$ cat src/rtl/tidr_pkg.sv
package tidr_pkg;
    localparam int SRCID_W = 8;
    localparam int TRDID_W = 4;
    localparam int PAY_W   = 16;
    localparam int DATA_W  = 16;

    typedef logic [SRCID_W-1:0] srcid_t;
    typedef logic [TRDID_W-1:0] trdid_t;

    typedef struct packed {
        srcid_t srcid;
        trdid_t trdid;
    } id_pair_t;

    typedef struct packed {
        id_pair_t          ids;
        logic [DATA_W-1:0] data;
        logic              eop;
    } rsp_flit_t;

    function automatic trdid_t widen_index(input logic [31:0] idx);
        return trdid_t'(idx);
    endfunction
endpackage

$ cat src/rtl/tidr_alloc.sv
module tidr_alloc #(
    parameter int ENTRIES = 4,
    localparam int IDX_W  = (ENTRIES > 1) ? $clog2(ENTRIES) : 1
) (
    input  logic               clk,
    input  logic               rst,
    input  logic               alloc_en,
    input  logic               free_en,
    input  logic [IDX_W-1:0]   free_idx,
    output logic [ENTRIES-1:0] vld,
    output logic [IDX_W-1:0]   alloc_idx,
    output logic               full
);
    logic [ENTRIES-1:0] alloc_mask;
    logic [ENTRIES-1:0] free_mask;

    // lowest free index wins: scan downward so the last hit is the lowest
    always_comb begin
        alloc_idx = '0;
        for (int i = ENTRIES - 1; i >= 0; i--) begin
            if (!vld[i]) alloc_idx = IDX_W'(i);
        end
    end

    assign full = &vld;

    always_comb begin
        alloc_mask = '0;
        free_mask  = '0;
        if (alloc_en) alloc_mask[alloc_idx] = 1'b1;
        if (free_en)  free_mask[free_idx]   = 1'b1;
    end

    always_ff @(posedge clk) begin
        if (rst) vld <= '0;
        else     vld <= (vld & ~free_mask) | alloc_mask;
    end
endmodule

$ cat src/rtl/tidr_store.sv
module tidr_store
    import tidr_pkg::*;
#(
    parameter int ENTRIES = 4,
    localparam int IDX_W  = (ENTRIES > 1) ? $clog2(ENTRIES) : 1
) (
    input  logic             clk,
    input  logic             wr_en,
    input  logic [IDX_W-1:0] wr_idx,
    input  id_pair_t         wr_ids,
    input  logic [IDX_W-1:0] rd_idx,
    output id_pair_t         rd_ids
);
    id_pair_t mem [ENTRIES];

    always_ff @(posedge clk) begin
        if (wr_en) mem[wr_idx] <= wr_ids;
    end

    assign rd_ids = mem[rd_idx];
endmodule

$ cat src/rtl/tidr_rsp_stage.sv
module tidr_rsp_stage
    import tidr_pkg::*;
(
    input  logic      clk,
    input  logic      rst,
    input  logic      load,
    input  rsp_flit_t load_flit,
    output logic      can_load,
    output logic      out_valid,
    input  logic      out_ready,
    output rsp_flit_t out_flit
);
    rsp_flit_t hold_q;
    logic      valid_q;

    assign can_load  = !valid_q || out_ready;
    assign out_valid = valid_q;
    assign out_flit  = hold_q;

    always_ff @(posedge clk) begin
        if (rst) begin
            valid_q <= 1'b0;
            hold_q  <= '0;
        end else if (can_load) begin
            valid_q <= load;
            if (load) hold_q <= load_flit;
        end
    end
endmodule

$ cat src/rtl/tidr_stall_mon.sv
module tidr_stall_mon #(
    parameter int CNT_W = 16
) (
    input  logic             clk,
    input  logic             rst,
    input  logic             stalled,
    output logic [CNT_W-1:0] events,
    output logic [CNT_W-1:0] cycles
);
    logic stalled_q;

    always_ff @(posedge clk) begin
        if (rst) begin
            stalled_q <= 1'b0;
            events    <= '0;
            cycles    <= '0;
        end else begin
            stalled_q <= stalled;
            if (stalled)               cycles <= cycles + 1'b1;
            if (stalled && !stalled_q) events <= events + 1'b1;
        end
    end
endmodule

$ cat src/rtl/tidr_remap_table.sv
module tidr_remap_table
    import tidr_pkg::*;
#(
    parameter int     ENTRIES   = 4,
    parameter int     CNT_W     = 16,
    parameter srcid_t OWN_SRCID = 8'h3C,
    localparam int    IDX_W     = (ENTRIES > 1) ? $clog2(ENTRIES) : 1
) (
    input  logic              clk,
    input  logic              rst,
    input  logic              in_cmd_valid,
    output logic              in_cmd_ready,
    input  logic [SRCID_W-1:0] in_cmd_srcid,
    input  logic [TRDID_W-1:0] in_cmd_trdid,
    input  logic [PAY_W-1:0]   in_cmd_payload,
    output logic              out_cmd_valid,
    input  logic              out_cmd_ready,
    output logic [SRCID_W-1:0] out_cmd_srcid,
    output logic [TRDID_W-1:0] out_cmd_trdid,
    output logic [PAY_W-1:0]   out_cmd_payload,
    input  logic              ext_rsp_valid,
    output logic              ext_rsp_ready,
    input  logic [TRDID_W-1:0] ext_rsp_trdid,
    input  logic [DATA_W-1:0]  ext_rsp_data,
    input  logic              ext_rsp_eop,
    output logic              int_rsp_valid,
    input  logic              int_rsp_ready,
    output logic [SRCID_W-1:0] int_rsp_srcid,
    output logic [TRDID_W-1:0] int_rsp_trdid,
    output logic [DATA_W-1:0]  int_rsp_data,
    output logic              int_rsp_eop,
    output logic [CNT_W-1:0]   stall_events,
    output logic [CNT_W-1:0]   stall_cycles,
    output logic              rsp_err
);
    logic [ENTRIES-1:0] vld;
    logic [IDX_W-1:0]   alloc_idx;
    logic               full;
    logic               cmd_fire;
    logic [IDX_W-1:0]   rsp_idx;
    logic               rsp_hit;
    logic               can_load;
    logic               rsp_accept;
    id_pair_t           looked_up;
    rsp_flit_t          load_flit;
    rsp_flit_t          held_flit;

    // command side
    assign out_cmd_valid   = in_cmd_valid && !full;
    assign in_cmd_ready    = out_cmd_ready && !full;
    assign cmd_fire        = in_cmd_valid && in_cmd_ready;
    assign out_cmd_srcid   = OWN_SRCID;
    assign out_cmd_trdid   = widen_index(32'(alloc_idx));
    assign out_cmd_payload = in_cmd_payload;

    // response side lookup
    assign rsp_idx    = ext_rsp_trdid[IDX_W-1:0];
    assign rsp_hit    = (32'(ext_rsp_trdid) < ENTRIES) && vld[rsp_idx];
    assign rsp_accept = ext_rsp_valid && rsp_hit && can_load;
    assign ext_rsp_ready = rsp_hit ? can_load : 1'b1;

    assign load_flit.ids  = looked_up;
    assign load_flit.data = ext_rsp_data;
    assign load_flit.eop  = ext_rsp_eop;

    tidr_alloc #(.ENTRIES(ENTRIES)) alloc_i (
        .clk       (clk),
        .rst       (rst),
        .alloc_en  (cmd_fire),
        .free_en   (rsp_accept && ext_rsp_eop),
        .free_idx  (rsp_idx),
        .vld       (vld),
        .alloc_idx (alloc_idx),
        .full      (full)
    );

    tidr_store #(.ENTRIES(ENTRIES)) store_i (
        .clk    (clk),
        .wr_en  (cmd_fire),
        .wr_idx (alloc_idx),
        .wr_ids ('{srcid: in_cmd_srcid, trdid: in_cmd_trdid}),
        .rd_idx (rsp_idx),
        .rd_ids (looked_up)
    );

    tidr_rsp_stage rsp_i (
        .clk       (clk),
        .rst       (rst),
        .load      (rsp_accept),
        .load_flit (load_flit),
        .can_load  (can_load),
        .out_valid (int_rsp_valid),
        .out_ready (int_rsp_ready),
        .out_flit  (held_flit)
    );

    assign int_rsp_srcid = held_flit.ids.srcid;
    assign int_rsp_trdid = held_flit.ids.trdid;
    assign int_rsp_data  = held_flit.data;
    assign int_rsp_eop   = held_flit.eop;

    tidr_stall_mon #(.CNT_W(CNT_W)) mon_i (
        .clk     (clk),
        .rst     (rst),
        .stalled (in_cmd_valid && full),
        .events  (stall_events),
        .cycles  (stall_cycles)
    );

    always_ff @(posedge clk) begin
        if (rst)                           rsp_err <= 1'b0;
        else if (ext_rsp_valid && !rsp_hit) rsp_err <= 1'b1;
    end
endmodule

$ cat config.mk
export PLATFORM = sky130hd
export DESIGN_NAME = tidr_remap_table
export DESIGN_NICKNAME = d
export VERILOG_FILES = /design/src/rtl/tidr_pkg.sv /design/src/rtl/tidr_alloc.sv /design/src/rtl/tidr_store.sv /design/src/rtl/tidr_rsp_stage.sv /design/src/rtl/tidr_stall_mon.sv /design/src/rtl/tidr_remap_table.sv
export SDC_FILE = /design/constraint.sdc
export NUM_CORES = 1
export LEC_CHECK = 0
export ABC_AREA = 0
export BUFFER_PORTS_ARGS = -buffer_cell sky130_fd_sc_hd__buf_2
export CAP_MARGIN = 20
export CORE_MARGIN = 3
export CORE_UTILIZATION = 55
export CTS_BUF_LIST = sky130_fd_sc_hd__clkbuf_4 sky130_fd_sc_hd__clkbuf_8
export DETAILED_ROUTE_END_ITERATION = 10
export GPL_TIMING_DRIVEN = 0
export PLACE_DENSITY_LB_ADDON = 0.15
export SLEW_MARGIN = 5
export SYNTH_ARGS = -nofsm -noshare
export SYNTH_HDL_FRONTEND = slang
export SYNTH_SLANG_ARGS = --single-unit
$ cat constraint.sdc
create_clock -name clk -period 3.8 [get_ports clk]
set_input_delay 0.57 -clock clk [delete_from_list [all_inputs] [get_ports clk]]
set_output_delay 0.57 -clock clk [all_outputs]
set_load 0.02 [all_outputs]
**After elaboration in Yosys (flattened, before gate mapping)**

Memories as Yosys holds them, arrays and structs flattened. A register that Yosys moved wholly into a read port is not among the register bits.
Cells that the tools add are included.

- Register bits after elaboration: 56
- Memories kept: 1
- Memory bits (writable): 48
- Bits in read-only memories: 0
- Latch bits: 0

- Reductions and logical operators: 19
- Shifts and indexed selects: 0
- $lt $le $gt $ge: 5
- Equality and inequality tests: 0
- Multiplexer cells: 15
- Bitwise operators: 3
- Multipliers: 0
- Div/mod/pow operators: 0
- Add/subtract/negate cells: 2

Memory list:

| name | depth | bits a word | read ports | clocked after memory_dff | write ports | RTL line | RTL |
|---|---|---|---|---|---|---|---|
| store_i.mem | 4 | 12 | 1 | 1 | 1 | tidr_store.sv:14 | `id_pair_t mem [ENTRIES];` |

Operators by type and width:

| operator | count |
|---|---|
| $add 16x1->16 const B | 2 |
| $logic_and 1x1->1 | 12 |
| $mux 2 | 4 |
| $mux 4 | 2 |
| $lt 2x3->1 const B | 2 |
| $mux 1 | 6 |
| $and 4x4->4 | 1 |
| $demux 1 s2 | 2 |
| $ge 2x1->1 const B | 2 |
| $logic_not 1->1 | 4 |
| $lt 4x3->1 const B | 1 |
| $not 4->4 | 1 |
| $or 4x4->4 | 1 |
| $reduce_and 4->1 | 1 |
| $bmux 1 s2 | 1 |
| $reduce_and 2->1 | 1 |
| $logic_or 1x1->1 | 1 |

**Longest topological paths before layout**

Gate-level depths: netlist of the first run.

- Word-level depth: 10
- Mapped depth: 6
- Mapped depth without buffers: 5

**By module**

Synthesis of the first run repeated with hierarchy kept, for this count alone.

- Cell total of the unflattened synthesis: 437
- Area, all modules: 5,183.7 um2

Modules (own cells, without submodules):

| module | seq. area each (um2) | times used | area each (um2) | cells each |
|---|---|---|---|---|
| tidr_store | 1,441.4 | 1 | 1,766.7 | 66 |
| tidr_stall_mon | 660.6 | 1 | 1,448.9 | 166 |
| tidr_rsp_stage | 600.6 | 1 | 1,416.4 | 137 |
| tidr_remap_table | 20.0 | 1 | 334.1 | 44 |
| tidr_alloc | 80.1 | 1 | 217.7 | 24 |

**Worst setup path after synthesis of the first run**

Ideal clock, no wire load.

- Path type: input-to-output
- Start point: input port ext_rsp_trdid[0]
- End point: output port ext_rsp_ready
- Cell stages on the path: 5
- Arrival: 1.895 ns
- Setup slack: 1.335 ns
- Buffers on the path: 2
- Path through: buf_2 > or3b_1 > o22ai_1 > clkbuf_1 > nand2b_1

- Word-level cells in the longest chain between the ends: 4
- Elaborated cells on any way between the ends: 5
- Those cells by class: 1 x order compare; 3 x mux; 1 x reduce/logical

RTL lines:

| what | RTL line | RTL |
|---|---|---|
| from (decl) | tidr_remap_table.sv:23 | `input logic [TRDID_W-1:0] ext_rsp_trdid,` |
| parallel branches: the longest is 2 deep, another holds $lt 4x3->1 | -- |  |
| $logic_and 1x1->1 (*) | tidr_remap_table.sv:58 | `assign rsp_hit = (32'(ext_rsp_trdid) < ENTRIES) && vld[rsp_idx];` |
| $mux 1 (*) | tidr_remap_table.sv:60 | `assign ext_rsp_ready = rsp_hit ? can_load : 1'b1;` |
| to (decl) | tidr_remap_table.sv:22 | `output logic ext_rsp_ready,` |

Mark *: on every way between the ends. The select of a mux whose other input is x is not followed.

**Worst setup path in the final report of the first run**

Ends and elaborated chain as after synthesis.

==> metrics.txt, run 1 <==
# TYPE chip_impl_metric gauge
chip_impl_metric{name="rows",unit=""} 33
chip_impl_info{name="timing.critical_path.to_type",value="output port"} 1
chip_impl_metric{name="synthesis.area_per_instance",unit="um^2"} 10.9
chip_impl_metric{name="worst_skew_pair.late_latency",unit="ps"} 420
chip_impl_metric{name="design.final.nets",unit=""} 654
chip_impl_info{name="holdCritStartpoint",value="in_cmd_trdid[3]"} 1
chip_impl_metric{name="core_area",unit="mm^2"} 0.00842
chip_impl_metric{name="grt_start_max_net_pins",unit=""} 17
chip_impl_metric{name="hold_viol_final",unit=""} 0
chip_impl_metric{name="clock_tree.buffer_depth",unit=""} 2
chip_impl_metric{name="grt_pass1_vias",unit=""} 3748
chip_impl_metric{name="place_congestion",unit=""} 0.819
chip_impl_info{name="post-synth-top-area-cell",value="edfxtp_1"} 1
chip_impl_metric{name="final-max-slew-violation-count",unit=""} 0
chip_impl_metric{name="setup_repair_bufs_after_cts",unit=""} 0
chip_impl_metric{name="firstDrtPassIters",unit=""} 4
chip_impl_info{name="holdCritPathClass",value="in -> reg"} 1
chip_impl_metric{name="die-area",unit="mm^2"} 0.0100
chip_impl_metric{name="synthesis.instances",unit=""} 447
chip_impl_info{name="reg2reg_from",value="alloc_i.vld[1]"} 1
chip_impl_info{name="synthTopCellsByArea",value="edfxtp_1 30%, dfxtp_1 28%, mux4_2 5.5%, a21oi_1 4.7%, nand3_1 4.1%"} 1
chip_impl_metric{name="boundaryPins",unit=""} 149
chip_impl_metric{name="clock-sinks",unit=""} 116
chip_impl_metric{name="slew-limit-headroom",unit="%"} 43.7
chip_impl_metric{name="drt_iter0_markers",unit=""} 159
chip_impl_metric{name="worst_slack_at_placement",unit="ps"} 958
chip_impl_metric{name="max_freq",unit="MHz"} 354
chip_impl_metric{name="skew",unit="ps"} 10.8
chip_impl_metric{name="numCtsBuffers",unit=""} 17
chip_impl_metric{name="grt_first_pass_wirelength",unit="um"} 18100
chip_impl_info{name="yosys.cell_count.top_type",value="dfxtp_1"} 1
chip_impl_metric{name="total_leakage_power",unit="uW"} 0.00238
chip_impl_metric{name="worst-slew-pin-transition",unit="ps"} 837
chip_impl_info{name="yosys_most_used_dff",value="dfxtp_1"} 1
chip_impl_metric{name="critPathRequiredTime",unit="ps"} 3230
chip_impl_metric{name="netlist.area_leader.share",unit="%"} 29.6
chip_impl_metric{name="vias_per_cell",unit=""} 5.56
chip_impl_metric{name="final_core_utilization",unit="%"} 72.4
chip_impl_info{name="tritoncts_clock_tree",value="yes"} 1
chip_impl_info{name="setup.worst_path.class",value="in -> out"} 1
chip_impl_metric{name="layout_cell_share_with_drive_strength_beyond_1",unit="%"} 33.0
chip_impl_metric{name="timing.final.crit_period",unit="ps"} 2830
chip_impl_metric{name="filler_cell_count",unit=""} 641
chip_impl_metric{name="worst_ep_arrival_time",unit="ps"} 2260
chip_impl_metric{name="yosysUniqueCellTypes",unit=""} 42
chip_impl_metric{name="ant_nets",unit=""} 0
chip_impl_metric{name="antenna_cells",unit=""} 0
chip_impl_metric{name="clock_tree.htree_level_count",unit=""} 4
chip_impl_info{name="cts.root.buffer_cell",value="clkbuf_8"} 1
chip_impl_metric{name="multi_input_comb_area",unit="mm^2"} 0.00176
chip_impl_info{name="cp_cell_sequence",value="buf_2, or3b_1, o22ai_1, clkbuf_1, nand2b_1, buf_2"} 1
chip_impl_info{name="critical_path.slowest_cell",value="clkbuf_1"} 1
chip_impl_metric{name="synth-edff-count",unit=""} 48
chip_impl_info{name="critical_path.startpoint",value="ext_rsp_trdid[0]"} 1
chip_impl_metric{name="sequential_element_share_of_the_synthesized_area",unit="%"} 57.5
chip_impl_metric{name="async_reset_ff_share",unit="%"} 0
chip_impl_info{name="setup_repair_after_global_routing_missed_its_margin",value="no"} 1
chip_impl_metric{name="layout-area-overhead-vs-synth",unit="%"} 25.1
chip_impl_metric{name="floorplan.initialDensity",unit="%"} 57.9
chip_impl_metric{name="wirelength",unit="um"} 11400
chip_impl_metric{name="routedWlPerCell",unit="um"} 15.9
chip_impl_metric{name="routed-via-count",unit=""} 3971
chip_impl_metric{name="fp.dieH",unit="um"} 100
chip_impl_metric{name="powerDensity",unit="mW/mm^2"} 434
chip_impl_metric{name="cp_max_fo",unit=""} 10
chip_impl_metric{name="postCtsHoldBufs",unit=""} 0
chip_impl_metric{name="ys_warn_count",unit=""} 0
chip_impl_metric{name="worst_path_largest_cell_delay",unit="ps"} 440
chip_impl_metric{name="synth-seq-cells",unit=""} 116
chip_impl_metric{name="clk_pin_slew",unit="ps"} 70
chip_impl_metric{name="final.period_utilization",unit="%"} 74.4
chip_impl_metric{name="drc",unit=""} 0
chip_impl_metric{name="grt_overflow_total",unit=""} 0
chip_impl_metric{name="vdd_drop_max",unit="uV"} 339
chip_impl_metric{name="dp.final_hpwl",unit="um"} 8460
chip_impl_info{name="synth_cell_count_leaders",value="68 x dfxtp_1, 48 x edfxtp_1, 46 x a21oi_1"} 1
chip_impl_metric{name="ff_latch_area",unit="mm^2"} 0.00280
chip_impl_info{name="cpMostUsedCell",value="buf_2"} 1
chip_impl_metric{name="overall_routing_resource_usage",unit="%"} 23.1
chip_impl_metric{name="grt_antenna_before_repair",unit=""} 0
chip_impl_metric{name="post-route-worst-setup-slack",unit="ps"} 974
chip_impl_metric{name="total_of_endpoints_with_negative_setup_slack_in_the_final_report",unit=""} 0
chip_impl_info{name="status",value="finished clean"} 1
chip_impl_metric{name="post_cts.resized_instances",unit=""} 0
chip_impl_metric{name="finalPower",unit="uW"} 2650
chip_impl_metric{name="die-width",unit="um"} 100
chip_impl_metric{name="synth_area",unit="mm^2"} 0.00487
chip_impl_metric{name="maxCapViolCount",unit=""} 0
chip_impl_metric{name="place.port_buffers",unit=""} 119
chip_impl_metric{name="final.setup.tns",unit="ps"} 0
chip_impl_info{name="setup.worst_path.start_class",value="primary input"} 1
==> layout by cell type, fill, tap and decap left out, types with 2 or more instances in the layout <==
master | netlist | routed
nor2_1 | 30 | 30
or4_1 | 5 | 5
edfxtp_1 | 48 | 48
o31ai_1 | 3 | 3
bufinv_16 | 0 | 3
and2_1 | 2 | 2
a31o_2 | 2 | 2
conb_1 | 2 | 10
or3_1 | 8 | 8
clkbuf_1 | 22 | 22
buf_2 | 5 | 124
inv_1 | 10 | 10
nor4bb_1 | 2 | 2
mux2i_1 | 3 | 3
buf_1 | 2 | 2
nand2b_1 | 4 | 4
nand3_1 | 40 | 40
a21oi_1 | 46 | 46
mux4_2 | 12 | 12
dfxtp_1 | 68 | 68
ha_1 | 2 | 2
nor4_1 | 7 | 7
nand2_1 | 14 | 14
clkbuf_8 | 0 | 17
nand4_1 | 8 | 8
clkinv_4 | 0 | 4
buf_6 | 0 | 4
xnor2_1 | 13 | 13
nor3_1 | 5 | 5
xor2_1 | 6 | 6
o21ai_0 | 35 | 35
and4_1 | 3 | 3
clkinvlp_4 | 0 | 4
a211oi_1 | 2 | 2
buf_4 | 26 | 26
==> logic make-up (layout without fill, tap and decap cells) <==
| family | Yosys count | in the layout | synth area share (%) |
|---|---|---|---|
| compound gates | 94 | 94 | 10.4 |
| mux | 15 | 15 | 6.16 |
| xor+xnor | 19 | 19 | 3.41 |
| fa+ha+maj | 2 | 2 | 0.513 |
| other cells | 2 | 10 | 0.154 |
| buf+inv | 65 | 219 | 7.14 |
| flops | 116 | 116 | 57.5 |
| simple gates | 134 | 134 | 14.7 |
==> routing by layer <==
| metal | share of wire (%) | global-route usage [%] |
|---|---|---|
| met1 | 42 | 30.1 |
| met2 | 49 | 38.0 |
| met3 | 8.3 | 5.49 |
| met4 | 1.2 | 8.08 |
| met5 | 0 | 0 |
==> worst max-delay path, delay by kind of cell <==
family | cells | cell delay [ps]
AOI/OAI and AO/OA | 1 | 350
buffers and inverters | 3 | 840
and+or+nand+nor | 2 | 490
==> sequential cells by signal, summed over array words and instances (netlist names) <==
register,cells
mon_i.stalled_q,1
rsp_err,1
mon_i.events,16
rsp_i.out_valid,1
mon_i.cycles,16
rsp_i.out_flit,29
alloc_i.vld,4
store_i.mem,48
==> report_power, final <==
part           internal (uW)  switching [uW]
clock network            652             517
registers               1310            4.53
logic                   66.4            97.3
total                   2030             619
==> stage by stage <==
stage,hold WS (ps),cell area (um^2),instances
after global routing,336,6100,714
final,360,6100,714
after floorplan,554,4900,455
after CTS,330,6100,714
after global placement,448,5630,679
after detailed placement,462,5680,683
==> final cells by class <==
cell class	count	share of cell area, %
Clock buffer	17	3.84
Multi-Input combinational cell	274	28.9
Inverter	10	0.616
Timing Repair Buffer	123	10.5
Clock inverter	14	2.96
Sequential cell	116	46.0
Tap cell	105	2.16
Buffer	55	5.09
==> worst paths after layout <==
check | slack, ps | cells after the start | endpoint
hold / removal | 360 | 1 | store_i.mem[0][3]
setup / recovery | 970 | 6 | ext_rsp_ready
setup reg to reg | 1740 | 5 | mon_i.events[15]
hold reg to reg | 470 | 2 | rsp_err
Power figures use the tool's default switching activity.
==> run 2, diff against run 1 <==
CORE_UTILIZATION = 48   (was 55)
clock period = 2.31 ns   (was 3.8 ns; I/O delays follow)
==> metrics.txt, run 2 (synthesis gave the netlist of run 1 again) <==
# TYPE chip_impl_metric gauge
chip_impl_metric{name="post-route-worst-setup-slack",unit="ps"} 152
chip_impl_metric{name="final.period_utilization",unit="%"} 93.4
chip_impl_metric{name="drt_iter0_markers",unit=""} 172
chip_impl_info{name="reg2reg_from",value="mon_i.cycles[3]"} 1
chip_impl_metric{name="layout_cell_share_with_drive_strength_beyond_1",unit="%"} 33.6
chip_impl_metric{name="slew-limit-headroom",unit="%"} 39.1
chip_impl_metric{name="clock-sinks",unit=""} 116
chip_impl_info{name="critical_path.reg2reg.endpoint",value="mon_i.cycles[15]"} 1
chip_impl_metric{name="core_area",unit="mm^2"} 0.00982
chip_impl_metric{name="clock_tree.buffer_depth",unit=""} 2
chip_impl_metric{name="total_of_endpoints_with_negative_setup_slack_in_the_final_report",unit=""} 0
chip_impl_metric{name="routed-via-count",unit=""} 3868
chip_impl_metric{name="vdd_drop_max",unit="uV"} 562
chip_impl_metric{name="hold_depth",unit=""} 1
chip_impl_metric{name="layout.cells.non_filler",unit=""} 743
chip_impl_metric{name="max_freq",unit="MHz"} 463
chip_impl_metric{name="grt_antenna_before_repair",unit=""} 0
chip_impl_info{name="holdCritStartpoint",value="in_cmd_srcid[5]"} 1
chip_impl_metric{name="final-max-slew-violation-count",unit=""} 0
chip_impl_info{name="setup.worst_path.start_class",value="flop"} 1
chip_impl_info{name="tritoncts_clock_tree",value="yes"} 1
chip_impl_metric{name="worst_skew_pair.late_latency",unit="ps"} 420
chip_impl_metric{name="largest_register_ff_count",unit=""} 48
chip_impl_metric{name="total_leakage_power",unit="uW"} 0.00242
chip_impl_metric{name="routedWlPerCell",unit="um"} 15.6
chip_impl_metric{name="grt_start_max_net_pins",unit=""} 17
chip_impl_metric{name="rows",unit=""} 36
chip_impl_metric{name="worst-slew-pin-transition",unit="ps"} 905
chip_impl_metric{name="fp.dieH",unit="um"} 107
chip_impl_metric{name="drc",unit=""} 0
chip_impl_metric{name="maxCapViolCount",unit=""} 0
chip_impl_metric{name="place.port_buffers",unit=""} 119
chip_impl_info{name="min_to",value="store_i.mem[1][9]"} 1
chip_impl_metric{name="cp_max_fo",unit=""} 10
chip_impl_metric{name="powerDensity",unit="mW/mm^2"} 740
chip_impl_metric{name="power.clock.fraction",unit="%"} 46.9
chip_impl_metric{name="grt_first_pass_wirelength",unit="um"} 18100
chip_impl_metric{name="grt_overflow_total",unit=""} 0
chip_impl_metric{name="dp.final_hpwl",unit="um"} 8570
chip_impl_metric{name="dpl.cell_count",unit=""} 711
chip_impl_info{name="setup_repair_after_global_routing_missed_its_margin",value="no"} 1
chip_impl_info{name="final_cell_mix",value="124 x buf_2, 67 x dfxtp_1, 48 x edfxtp_1, 46 x a21oi_1, 40 x nand3_1"} 1
chip_impl_metric{name="worst_ep_arrival_time",unit="ps"} 1810
chip_impl_metric{name="wirelength",unit="um"} 11600
chip_impl_metric{name="die-area",unit="mm^2"} 0.0114
chip_impl_metric{name="critPathRequiredTime",unit="ps"} 1960
chip_impl_metric{name="numCtsBuffers",unit=""} 17
chip_impl_info{name="register_ranked_first_by_flip_flop_count",value="store_i.mem"} 1
chip_impl_metric{name="die-width",unit="um"} 107
chip_impl_info{name="holdCritPathClass",value="in -> reg"} 1
chip_impl_metric{name="worst_slack_at_placement",unit="ps"} -28.2
chip_impl_info{name="cts.root.buffer_cell",value="clkbuf_8"} 1
chip_impl_metric{name="overall_routing_resource_usage",unit="%"} 20.6
chip_impl_info{name="setup.worst_path.class",value="reg -> out"} 1
chip_impl_metric{name="clock_tree.htree_level_count",unit=""} 4
chip_impl_metric{name="cell_internal_pwr",unit="uW"} 3560
chip_impl_metric{name="reg2regPathDepth",unit=""} 4
chip_impl_info{name="timing.critical_path.to_type",value="output port"} 1
chip_impl_metric{name="clk_pin_slew",unit="ps"} 70
chip_impl_metric{name="netSwitchingPower",unit="uW"} 1020
chip_impl_metric{name="timing.final.crit_period",unit="ps"} 2160
chip_impl_info{name="most_frequent_standard_cell_in_the_layout_excluding_fill_and_tap_cells",value="buf_2"} 1
chip_impl_metric{name="place_congestion",unit=""} 0.858
chip_impl_metric{name="design.final.nets",unit=""} 654
chip_impl_metric{name="power_frac_comb",unit="%"} 5.9
chip_impl_metric{name="hold_viol_final",unit=""} 0
chip_impl_metric{name="boundaryPins",unit=""} 149
chip_impl_info{name="status",value="finished clean"} 1
chip_impl_metric{name="worst_hold_slack",unit="ps"} 136
chip_impl_metric{name="filler_cell_count",unit=""} 846
chip_impl_metric{name="p_sw_share",unit="%"} 22.3
chip_impl_metric{name="grt_pass1_vias",unit=""} 3641
chip_impl_metric{name="vias_per_cell",unit=""} 5.21
chip_impl_metric{name="skew",unit="ps"} 6.44
chip_impl_metric{name="floorplan.initialDensity",unit="%"} 49.6
chip_impl_metric{name="layout-area-overhead-vs-synth",unit="%"} 26.9
chip_impl_metric{name="sequentialPowerShare",unit="%"} 47.1
chip_impl_metric{name="r2r_slack",unit="ps"} 270
chip_impl_metric{name="ant_nets",unit=""} 0
chip_impl_metric{name="firstDrtPassIters",unit=""} 6
chip_impl_metric{name="antenna_cells",unit=""} 0
run 2: cell types whose count changed in the layout (fill, tap and decap cells not counted), sizes merged:
cell / previous run / this run
bufinv: 3 / 5
clkinv: 5 / 8
clkinvlp: 4 / 0
run 2: final cells by class:
| type | count | area [um^2] | share of cell area (%) |
|---|---|---|---|
| Inverter | 10 | 37.5 | 0.607 |
| Buffer | 55 | 312 | 5.04 |
| Tap cell | 133 | 166 | 2.69 |
| Multi-Input combinational cell | 274 | 1770 | 28.5 |
| Timing Repair Buffer | 123 | 637 | 10.3 |
| Sequential cell | 116 | 2800 | 45.3 |
| Clock buffer | 17 | 234 | 3.78 |
| Clock inverter | 15 | 230 | 3.72 |
run 2: power groups by stage:
stage	logic, uW	clock network, uW	registers (uW)
after CTS	273	2200	2160
after global routing	295	2300	2160
after global placement	265	0	2200
after detailed placement	272	0	2200
after floorplan	167	0	2210
final	272	2150	2160
run 2: worst max-delay path: stages, from the launching register on:
cell	delay (ps)
dfxtp_1	490
mux2i_1	170
o22ai_2	220
clkbuf_2	270
nand2b_1	80
buf_2	160
run 2: worst max-delay path by stage:
stage	startpoint	end	slack, ps	cells after the start
after detailed placement	ext_rsp_trdid[0]	ext_rsp_ready	-30	6
after global routing	alloc_i.vld[2]	ext_rsp_ready	3	5
after floorplan	in_cmd_valid	alloc_i.vld[1]	190	5
after CTS	alloc_i.vld[2]	ext_rsp_ready	20	5
after global placement	in_cmd_valid	alloc_i.vld[1]	-620	6
final	alloc_i.vld[2]	ext_rsp_ready	150	5
run 2: stage by stage:
| step | TNS, ps | cell area [um^2] | util, % | power (uW) |
|---|---|---|---|---|
| 3_5_place_dp | -28.2 | 5710 | 58.2 | 2480 |
| 4_1_cts | 0 | 6180 | 62.9 | 4630 |
| 3_3_place_gp | -7470 | 5670 | 57.7 | 2470 |
| 2_1_floorplan | 0 | 4900 | - | 2380 |
| 5_1_grt | 0 | 6190 | 63.0 | 4750 |
| 6_report | 0 | 6190 | 63.0 | 4580 |
run 2: repair_timing:
item / in CTS / in global routing
setup endpoints to repair: 1 / 1
setup buffers: 0 / 0
resized for setup: 2 / 1
hold buffers: 0 / 0
hold endpoints to repair: 0 / 0
run 2: per-layer routing:
metal	track usage (%)	share of wire [%]	vias up
met3	5.90	6.9	11
met4	7.76	1.1	0
met2	33.4	48	130
met1	26.2	44	1828
met5	0	0	-
li1	-	-	1899
